===== src/rtl/ferf_pkg.sv =====
package ferf_pkg;
  localparam int unsigned RST_SYNC_STAGES = 2;

  typedef struct packed {
    logic bit_a;
    logic bit_b;
  } xpair_t;

  localparam logic FERF_FAIL = 1'b1;
  localparam logic FERF_OK   = 1'b0;
endpackage


===== src/rtl/ferf_rst_sync.sv =====
module ferf_rst_sync #(
  parameter int unsigned STAGES = 2
) (
  input  logic clk,
  input  logic rst_n_async,
  output logic rst_n_sync
);
  logic [STAGES-1:0] chain_q;
  logic [STAGES-1:0] chain_d;

  always_comb begin
    chain_d = {chain_q[STAGES-2:0], 1'b1};
  end

  always_ff @(posedge clk or negedge rst_n_async) begin
    if (!rst_n_async) chain_q <= '0;
    else              chain_q <= chain_d;
  end

  assign rst_n_sync = chain_q[STAGES-1];
endmodule


===== src/rtl/ferf_xbit_decode.sv =====
module ferf_xbit_decode
  import ferf_pkg::*;
(
  input  xpair_t pair,
  input  logic   prev_state,
  output logic   next_state
);
  always_comb begin
    if (pair.bit_a == pair.bit_b) next_state = pair.bit_a ? FERF_OK : FERF_FAIL;
    else                          next_state = prev_state;
  end
endmodule


===== src/rtl/ferf_history.sv =====
module ferf_history (
  input  logic clk,
  input  logic rst_n,
  input  logic frame_tick,
  input  logic hold_older,
  input  logic newest_val,
  output logic newer_q,
  output logic older_q
);
  logic newer_d;
  logic older_d;
  logic newer_en;
  logic older_en;

  always_comb begin
    newer_en = frame_tick;
    older_en = frame_tick && !hold_older;
    newer_d  = newer_en ? newest_val : newer_q;
    older_d  = older_en ? newer_q    : older_q;
  end

  always_ff @(posedge clk or negedge rst_n) begin
    if (!rst_n) begin
      newer_q <= 1'b0;
      older_q <= 1'b0;
    end else begin
      newer_q <= newer_d;
      older_q <= older_d;
    end
  end

  AST_QUIET_WITHOUT_TICK: assert property (@(posedge clk) disable iff (!rst_n)
    !frame_tick |=> ($stable(older_q) && $stable(newer_q)));
  AST_FROZEN_OUTPUT: assert property (@(posedge clk) disable iff (!rst_n)
    (frame_tick && hold_older) |=> $stable(older_q));
  AST_AGE_SHIFT: assert property (@(posedge clk) disable iff (!rst_n)
    (frame_tick && !hold_older) |=> (older_q == $past(newer_q)));
  AST_NEWER_TRACKS: assert property (@(posedge clk) disable iff (!rst_n)
    frame_tick |=> (newer_q == $past(newest_val)));
endmodule


===== src/rtl/ferf_extract.sv =====
module ferf_extract
  import ferf_pkg::*;
(
  input  logic clk,
  input  logic rst_n,
  input  logic mframe_end,
  input  logic xbit_a,
  input  logic xbit_b,
  input  logic oof,
  output logic ferf_status
);
  logic   rst_n_int;
  xpair_t pair;
  logic   decoded;
  logic   newer_q;
  logic   older_q;

  assign pair = '{bit_a: xbit_a, bit_b: xbit_b};

  ferf_rst_sync #(.STAGES(RST_SYNC_STAGES)) u_rst (
    .clk         (clk),
    .rst_n_async (rst_n),
    .rst_n_sync  (rst_n_int)
  );

  ferf_xbit_decode u_dec (
    .pair       (pair),
    .prev_state (newer_q),
    .next_state (decoded)
  );

  ferf_history u_hist (
    .clk        (clk),
    .rst_n      (rst_n_int),
    .frame_tick (mframe_end),
    .hold_older (oof),
    .newest_val (decoded),
    .newer_q    (newer_q),
    .older_q    (older_q)
  );

  assign ferf_status = older_q;

  AST_ZEROS_FAIL: assert property (@(posedge clk) disable iff (!rst_n_int)
    (mframe_end && !xbit_a && !xbit_b) |=> newer_q);
  AST_ONES_CLEAR: assert property (@(posedge clk) disable iff (!rst_n_int)
    (mframe_end && xbit_a && xbit_b) |=> !newer_q);
  AST_MISMATCH_KEEP: assert property (@(posedge clk) disable iff (!rst_n_int)
    (mframe_end && (xbit_a != xbit_b)) |=> $stable(newer_q));
  AST_RESET_CLEAR: assert property (@(posedge clk)
    !rst_n_int |-> !ferf_status);
endmodule


===== config.mk =====
export PLATFORM = sky130hd
export DESIGN_NAME = ferf_extract
export DESIGN_NICKNAME = d
export VERILOG_FILES = /design/src/rtl/ferf_pkg.sv /design/src/rtl/ferf_rst_sync.sv /design/src/rtl/ferf_xbit_decode.sv /design/src/rtl/ferf_history.sv /design/src/rtl/ferf_extract.sv
export SDC_FILE = /design/constraint.sdc
export NUM_CORES = 1
export LEC_CHECK = 0
export ABC_AREA = 1
export BUFFER_PORTS_ARGS = -buffer_cell sky130_fd_sc_hd__buf_2
export CORE_AREA = 2 2 39 41
export CTS_CLUSTER_DIAMETER = 80
export DETAILED_ROUTE_END_ITERATION = 12
export DIE_AREA = 0 0 41 43
export GPL_ROUTABILITY_DRIVEN = 0
export HOLD_SLACK_MARGIN = 0.06
export PLACE_DENSITY = 0.41
export SLEW_MARGIN = 20
export SYNTH_ARGS = -nofsm -noshare
export SYNTH_HDL_FRONTEND = slang
export SYNTH_SLANG_ARGS = --single-unit

===== constraint.sdc =====
create_clock -name clk -period 0.8 [get_ports clk]
set_input_delay 0.12 -clock clk [delete_from_list [all_inputs] [get_ports clk]]
set_output_delay 0.12 -clock clk [all_outputs]
set_load 0.03 [all_outputs]

==> qor.yml <==
routing:
  drtPass1Iterations: 4
  route.detailed.wl_per_inst_um: 5.67
  wl_um: 255
  first_iter_violations: 6
  via_per_inst: 3.18
  num_vias: 143
  drc: 0
  detail-route-antenna-nets: 0
grt:
  first_global_vias: 122
  grt.overflow.total: 0
  grtUsageTotal_pct: 4.84
  grt_max_degree: 5
  antenna_found_initial: 0
  grt_pass1_wl_um: 455
sta:
  period_share_pct: 109
  rsz0062_at_grt: "yes"
  drv_slew: 0
  fmax_ghz: 1.15
  hold_violations: 0
  fin_ws_ns: -0.0690
  finalSetupTns_ns: -0.0690
  skew_ns: 0.00297
  setup_violations: 1
  min_period_ns: 0.869
logic_synthesis:
  yosysUniqueCellTypes: 7
  synthCells: 18
  ys_seq_elements: 4
  netlist_area_um2: 156
  synth_fp_nets: 24
  avgSynthCellArea_um2: 8.69
  yosysWarnings: 0
  yosysSeqAreaShare_pct: 64.0
layout:
  layout_commonest_cell: "nand2_1"
  n_antenna_cell: 0
  stdcell_area_um2: 255
  layout.cells.most_common_list: "8 x nand2_1, 5 x buf_2, 4 x dfrtp_1, 3 x clkbuf_4"
  final_cells: 45
  area_growth_pct: 63.2
  nets: 37
  drive_gt1_share_pct: 37.9
cts:
  postCtsSetupBuffers: 0
  clk_pin_slew_ns: 0.04
  cts_max_level: 1
  cts_tree: "built"
  cts_buffers: 3
  cts.sinks: 4
  root_buffer: "clkbuf_4"
  insertion_delay_ns: 0.23
  ctsLongestPathBuffers: 2
worst_setup_path:
  worst_setup_path_start_kind: "register"
  worst-path-buf-inv: 1
  path_cells: "buf_6"
  path_max_fanout: 2
  crit_family: "flip-flops"
  required_ns: 0.68
  crit_arrival_ns: 0.75
  crit_type: "register to primary output"
  critPathMaxStageDelay_ns: 0.38
  cp-end-kind: "primary output"
  slowest_stage: "dfrtp_1"
floorplan:
  pin_count: 7
  core_area_um2: 1380
  core.rowCount: 14
  start_util_pct: 11.3
  die_w_um: 41
  die_h_um: 43
  fp.dieArea_um2: 1760
hold_path:
  hold_class: "primary input to register"
flow_run:
  max_cap_violations: 0
placed_design:
  dpl_worst_slack_ns: 0.109
  port-buffer-count: 6
  dp_cells: 40
  post_dp_cell_area_um2: 206
outcome:
  status: "finished with violations"
  violations: "negative setup slack"
power:
  peakVddDrop_v: 0.000674
  power_leakage_nw: 0.139
  p_per_area_nw_per_um2: 2240
[synthesized netlist by cell type (all sizes together)]
master  n  area [µm²]
conb    1        3.75
dfrtp   4         100
inv     3        11.3
nand2   8        30.0
nand3   1        5.00
nor2    1        6.26
[stage by stage]
step	hold WS, ns	total power, mW	util (%)
2_1_floorplan	-0.176	0.283	-
3_3_place_gp	-0.0913	0.314	14.9
3_5_place_dp	-0.0924	0.313	14.9
4_1_cts	0.119	0.588	18.4
5_1_grt	0.126	0.620	18.4
6_report	0.129	0.573	18.4
[metal layers]
layer | up-vias | GRT usage, % | wire [µm]
met4 | 0 | 6.00 | 8
met2 | 13 | 3.75 | 61
met5 | - | 0 | 0
met3 | 2 | 7.33 | 65
met1 | 55 | 4.25 | 119
li1 | 73 | - | -
[flip-flops by register name, indices dropped and copies added (netlist names)]
signal and cells:
u_hist.newer_q 1, u_hist.older_q 1, u_rst.chain_q 2
[path summary, 6_finish.rpt]
path | cells after the start | slack [ns] | end | from
min reg2reg | 0 | 0.35 | u_rst.chain_q[1] | u_rst.chain_q[0]
min in group asynchronous | 2 | 0.20 | u_rst.chain_q[0] | rst_n
max reg2reg | 4 | 0.10 | u_hist.newer_q | u_hist.newer_q
max | 1 | -0.07 | ferf_status | u_hist.older_q
min | 4 | 0.13 | u_hist.newer_q | xbit_b
max in group asynchronous | 1 | 0.13 | u_hist.older_q | u_rst.chain_q[1]
[final cells by class]
| class | instances | area [µm²] |
|---|---|---|
| fill | 156 | 1130 |
| sequential | 4 | 100 |
| timing repair buffer | 8 | 56.3 |
| multi-input combinational | 11 | 45.0 |
| clock buffer | 3 | 22.5 |
| tap | 16 | 20.0 |
| inverter | 3 | 11.3 |
[power by group]
group / internal, mW / leakage [nW] / switching (mW) / total, mW
sequential: 0.225 / 0.0477 / 0.0123 / 0.238
combinational: 0.0445 / 0.0776 / 0.0474 / 0.0919
clock: 0.167 / 0.0138 / 0.0759 / 0.243
total: 0.437 / 0.139 / 0.136 / 0.573
[timing repair]
item	CTS	global route
hold buffers	2	0
hold endpoints to repair	4	0
cloned	0	0
pin swaps	0	0
gates resized for setup	2	0
endpoints found under the setup margin	1	1
[cells by family (layout without fill, tap and decap cells)]
kind of cell	after synthesis	after routing	share of synthesized area, %
flops	4	4	64.0
simple gates	10	10	26.4
other cells	1	1	2.40
buf+inv	3	14	7.20
No activity file was read; power rests on OpenSTA's default activity.
